--- src/rtl/cyc_pkg.sv ---
package cyc_pkg;

    typedef enum logic [1:0] {
        CNT_HOLD = 2'd0,
        CNT_INC  = 2'd1,
        CNT_WRAP = 2'd2,
        CNT_LOAD = 2'd3
    } cnt_act_e;

    typedef struct packed {
        logic of;
        logic sts;
        logic irq;
    } ovf_t;

    function automatic cnt_act_e pick_act(input logic run, input logic ld,
                                          input logic at_max);
        if (ld)
            return CNT_LOAD;
        else if (!run)
            return CNT_HOLD;
        else if (at_max)
            return CNT_WRAP;
        else
            return CNT_INC;
    endfunction

    function automatic ovf_t next_flags(input ovf_t cur, input logic ld,
                                        input logic ld_of, input logic wrap);
        ovf_t nxt;
        nxt     = cur;
        nxt.irq = 1'b0;
        if (ld) begin
            nxt.of = ld_of;
            if (!ld_of)
                nxt.sts = 1'b0;
        end else if (wrap && !cur.sts) begin
            nxt.of  = 1'b1;
            nxt.sts = 1'b1;
            nxt.irq = 1'b1;
        end
        return nxt;
    endfunction

endpackage

--- src/rtl/cyc_count_core.sv ---
module cyc_count_core #(
    parameter int CNT_W = 63
) (
    input  logic             clk,
    input  logic             rst,
    input  logic             run,
    input  logic             ld,
    input  logic [CNT_W-1:0] ld_val,
    output logic [CNT_W-1:0] count,
    output logic             wrap
);
    import cyc_pkg::*;

    cnt_act_e act;

    always_comb act = pick_act(run, ld, &count);

    assign wrap = (act == CNT_WRAP);

    always_ff @(posedge clk) begin
        if (rst) begin
            count <= '0;
        end else begin
            case (act)
                CNT_LOAD: count <= ld_val;
                CNT_INC:  count <= count + CNT_W'(1);
                CNT_WRAP: count <= '0;
                default:  count <= count;
            endcase
        end
    end

endmodule

--- src/rtl/cyc_ovf_flags.sv ---
module cyc_ovf_flags (
    input  logic           clk,
    input  logic           rst,
    input  logic           ld,
    input  logic           ld_of,
    input  logic           wrap,
    output cyc_pkg::ovf_t  flags
);
    import cyc_pkg::*;

    ovf_t nxt;

    always_comb nxt = next_flags(flags, ld, ld_of, wrap);

    always_ff @(posedge clk) begin
        if (rst)
            flags <= '0;
        else
            flags <= nxt;
    end

endmodule

--- src/rtl/cyc_counter_top.sv ---
module cyc_counter_top #(
    parameter int CNT_W = 63,
    localparam int REG_W = CNT_W + 1
) (
    input  logic             clk,
    input  logic             rst,
    input  logic             cy_inhibit,
    input  logic             wr_en,
    input  logic [REG_W-1:0] wr_data,
    output logic [REG_W-1:0] ctr_value,
    output logic             ovf_sts0,
    output logic             pm_irq
);
    import cyc_pkg::*;

    logic [CNT_W-1:0] count;
    logic             wrap;
    ovf_t             flags;

    cyc_count_core #(.CNT_W(CNT_W)) u_core (
        .clk    (clk),
        .rst    (rst),
        .run    (!cy_inhibit),
        .ld     (wr_en),
        .ld_val (wr_data[CNT_W-1:0]),
        .count  (count),
        .wrap   (wrap)
    );

    cyc_ovf_flags u_flags (
        .clk   (clk),
        .rst   (rst),
        .ld    (wr_en),
        .ld_of (wr_data[REG_W-1]),
        .wrap  (wrap),
        .flags (flags)
    );

    assign ctr_value = {flags.of, count};
    assign ovf_sts0  = flags.sts;
    assign pm_irq    = flags.irq;

endmodule

--- config.mk ---
export PLATFORM = sky130hd
export DESIGN_NAME = cyc_counter_top
export DESIGN_NICKNAME = d
export VERILOG_FILES = /design/src/rtl/cyc_pkg.sv /design/src/rtl/cyc_count_core.sv /design/src/rtl/cyc_ovf_flags.sv /design/src/rtl/cyc_counter_top.sv
export SDC_FILE = /design/constraint.sdc
export NUM_CORES = 1
export LEC_CHECK = 0
export BUFFER_PORTS_ARGS = -buffer_cell sky130_fd_sc_hd__buf_4
export CORE_UTILIZATION = 52
export DETAILED_ROUTE_END_ITERATION = 8
export PLACE_DENSITY = 0.79
export SLEW_MARGIN = 10
export SYNTH_ARGS = -nofsm -noshare
export SYNTH_HDL_FRONTEND = slang
export SYNTH_SLANG_ARGS = --single-unit
--- constraint.sdc ---
create_clock -name clk -period 3.3 [get_ports clk]
set_input_delay 0.165 -clock clk [delete_from_list [all_inputs] [get_ports clk]]
set_output_delay 0.165 -clock clk [all_outputs]
set_load 0.1 [all_outputs]
After elaboration in Yosys (flattened, before gate mapping) --
Cells that the tools add are included.
Operators by class: add/subtract/negate cells 1, reductions and logical operators 7, eq/ne operators 4, multiplexer cells 7
Operator list (count):
- case mux 63 bit (3 select lines) | 1
- adder 63 x 1 -> 63 bit, second input constant | 1
- AND reduction 63 bit | 1
- two-way mux 2 bit | 4
- equality test 2 bit, second input constant | 2
- two-way mux 3 bit | 1
- nonzero test 3 bit | 1
- equality test 2 x 1 -> 1 bit, second input constant | 1
- inequality test 2 bit, second input constant | 1
- AND reduction 2 bit | 1
- nonzero test 2 bit | 1
- OR reduction 2 bit | 1
- logical AND 1 bit | 1
- logical NOT 1 bit | 1
- two-way mux 1 bit | 1
Word-level totals: bits of input ports 68, output and inout port bits 66, register bits 66, logic and storage cells 23

Logic depth before layout (Yosys ltp) --
depth in word-level cells 8, mapped depth 9

Hierarchy --
From an unflattened synthesis, not the netlist that was laid out.
Second synthesis, totals: cells, all modules 564, area total of the unflattened synthesis 4277.9 um^2
Modules (own cells, without submodules):
- cyc_count_core | instances 1, area each 4157.7 um^2, sequential area each 1261.2 um^2, cells each 552
- cyc_ovf_flags | instances 1, area each 116.4 um^2, sequential area each 60.1 um^2, cells each 11
- cyc_counter_top | instances 1, area each 3.8 um^2, sequential area each 0.0 um^2, cells each 1

Worst setup path before layout --
Ideal clock, no wire load.
kind register to register, start point reg u_core.count[22], end point reg u_core.count[46], setup slack 0.056 ns, cell stages (with the launch flop) 7, library setup time 0.091 ns, arrival 3.153 ns, cell sequence dfxtp_1 > nand4_2 > or4_4 > buf_6 > or4_4 > or4_1 > a311oi_1
On the way: longest elaborated chain between the ends 6
Ends and longest elaborated chain:
- from (decl) | line cyc_count_core.sv:9 | output logic [CNT_W-1:0] count,
- from (signal assigned) | line cyc_count_core.sv:25 | CNT_LOAD: count <= ld_val;
- from (signal assigned) | line cyc_count_core.sv:26 | CNT_INC: count <= count + CNT_W'(1);
- from (signal assigned) | line cyc_count_core.sv:28 | default: count <= count;
- branches (longest 6 deep; another with adder 63 x 1 -> 63 bit)
Parallel ways; which one is timed is not known. A chain may end at the register's enable or synchronous reset.

Final worst setup path --
start point reg u_core.count[0], end point reg u_core.count[59]
The elaborated chain is that of the path after synthesis.

==> key figures <==
Routing
  – Via count: approximately 5200
  – Number of vias per cell: between 6 and 7
  – Total Routed Length: around 15 mm
  – Final ANT Viol Nets: 0
  – 1st-iter DRT viols: between 400 and 500
  – WL/cell: between 15 and 20 um
  – First drt pass iteration count: 5
  – # DRC: 0

Critical path
  – Startpoint type of the worst setup path: register
  – Crit path DAT: approximately 3100 ps
  – CP Max Fanout: 21
  – Data required, critical path: about 3500 ps
  – Worst setup EP type: register
  – R2R depth: 8
  – CP Class: reg2reg

Die
  – IO Count: 134
  – Rows: 32
  – Die W: between 90 and 100 um
  – Initial Utilization: between 50% and 60%
  – Area of the die: between 8000 and 9000 um2
  – Die H: about 90 um
  – Core Region: roughly 7800 um2

Placement
  – Placed insts: roughly 780
  – Placer Congestion: between 0.8 and 0.9
  – Post-DP HPWL: around 10 mm
  – I/O Buffers: ~130
  – Placement Setup Slack: between 500 and 600 ps

CTS
  – Clk sink count: 66
  – Clk slew on worst S/H paths: ~80 ps
  – Clock Tree Root: clkbuf_8
  – Clk Latency, worst-skew pair: between 300 and 400 ps
  – H-tree Lvls: 3
  – CTS tree: built
  – CTS resizes: 0
  – Post-CTS setup buffer count: 0
  – Hold_buf cts: 0
  – TritonCTS buffer count: 9
  – Clock Tree Buf Depth: 2

Synth
  – Syn Inst Count: ~580
  – Dominant synthesized flop cell: dfxtp_1
  – Synth Register Bits: 66
  – Area leader, netlist: dfxtp_1
  – Cell area after synthesis: approximately 4200 um2
  – Synthesized Nets: roughly 650
  – Synthesis Warnings: 0
  – Synth async-reset ratio: 0%
  – Post-synthesis cell type count: 54
  – Top cells by count, synth: 66 x dfxtp_1, 53 x o21ai_0, 52 x nand2_1
  – Most frequent cell after synthesis: dfxtp_1
  – Synth area leaders: dfxtp_1 31%, o21ai_0 6.3%, a21oi_1 5.0%
  – Register area share after synthesis: 31.2%
  – Synth top area share: 31.2%
  – Post-synth EDFFs: 0
  – Avg Cell Area, Syn: ~7.4 um2

Final layout
  – Post-layout util: between 70 and 80%
  – Nets: between 700 and 800
  – Non-filler cells in the finished layout: 797
  – FF+latch area: between 1000 and 1500 um2
  – Multi-input gate area: ~2700 um2
  – Fill cells: about 670
  – Antenna diode count: 0
  – Area Overhead vs Synth: 30.7%
  – Layout cell share with drive strength beyond 1: 24.6%

STA
  – Fin. max-slew vios: 0
  – Post-route setup slack: slightly above 400 ps
  – Final period util: 87.7%
  – Hold Fails Final Rpt: 0
  – Setup TNS: 0 ps
  – Clock skew: ~9 ps
  – Final setup violation count: 0
  – Max Clk Rate: ~350 MHz
  – Final min period: around 2900 ps
  – Worst-margin pin slew: 1100 ps
  – Rel. slew slack: a little over a quarter
  – RSZ-0062 raised after global routing: false

Flow run
  – Total of max-cap violations: 0

Pwr
  – Pwr dens: 450 nW/um2
  – Leak: between 0.002 and 0.0025 uW
  – Peak supply drop: 0.357 mV
  – Pwr Total: approximately 2500 uW

GRT
  – Antenna violations before repair: 0
  – Vias in the first global route: ~5000
  – Met2 global-route usage: between 60% and 70%
  – Routing usage on met1: approximately 46%
  – Remaining global-route overflow: 0
  – Largest net degree at the start of global routing: 71
  – GRT met3 Usage: 6.14%
  – Total track usage: between 30 and 40%
  – GR peak layer: met2
  – First-pass GRT wire length: 24.3 mm

Outcome
  – Status: complete, no violations

Hold path
  – Hold/Removal Path Class: in2reg
  – Hold path depth: 3
stage by stage:
stage | hold slack, ps | cell area (um2)
CTS | 44.5 | 5540
floorplan | 303 | 4240
finish | 41.9 | 5540
global route | 52.6 | 5540
detailed placement | 403 | 5290
global placement | 396 | 5290
path summary, 6_finish.rpt:
check / endpoint / slack (ps) / startpoint
setup / recovery: u_core.count[59]$_SDFFE_PP0P_ / 400 / u_core.count[0]$_SDFFE_PP0P_
hold / removal: u_core.count[8]$_SDFFE_PP0P_ / 40 / wr_data[8]
hold reg to reg: u_flags.flags[0]$_SDFF_PP0_ / 490 / u_flags.flags[1]$_SDFFE_PP0P_
setup reg to reg: u_core.count[59]$_SDFFE_PP0P_ / 400 / u_core.count[0]$_SDFFE_PP0P_
routing by layer:
layer	up-vias	share of wire [%]
met5	-	0
met4	0	2.7
met3	49	8.8
met2	323	48
met1	2432	40
li1	2406	-
worst max-delay path, stage by stage, from the launching register on:
cell and delay, ps:
dfxtp_1 470, ha_1 200, and4_1 290, nand2_1 250
nor4_2 380, buf_4 340, nand2_1 240, a2111oi_0 490
nor4_1 100
power breakdown:
group | leakage (uW) | switching [uW] | total, uW | internal (uW)
sequential | 0.000547 | 82.6 | 931 | 849
clock | 0.000119 | 342 | 865 | 524
combinational | 0.00149 | 519 | 696 | 176
total | 0.00216 | 944 | 2490 | 1550
kinds of logic after synthesis:
kind of cell	count (synthesis)	synth area share, %
flip-flops	66	31.2
buffers and inverters	57	5.32
multiplexers	1	0.236
adder cells (fa/ha/maj)	1	0.295
XOR/XNOR	19	3.93
AND/OR/NAND/NOR	254	32.5
AO/OA/AOI/OAI	178	26.6
flip-flops by register name, summed over array words and instances (netlist names):
| register | flops |
|---|---|
| u_flags.flags | 3 |
| u_core.count | 63 |
cells in the final DEF, fill, tap and decap left out, drive strengths merged, types with 12 or more instances in the layout:
cell type,Yosys,layout
nor3,19,19
a21oi,42,42
and2,12,12
o21ai,53,53
nor2,48,48
nand2,52,52
inv,16,16
nor4,12,12
dfxtp,66,66
a31oi,18,18
buf,8,143
and3,18,18
and4,12,12
nand4,21,21
nand3,28,28
area by class of cell:
cell class | instances | area share [%]
multi-input cells | 453 | 48.8
flip-flops and latches | 66 | 23.9
repair buffers | 143 | 19.4
clock buffers | 10 | 2.48
well taps | 102 | 2.30
clock inverters | 6 | 2.06
inverters | 17 | 1.15
Power figures use the tool's default switching activity.
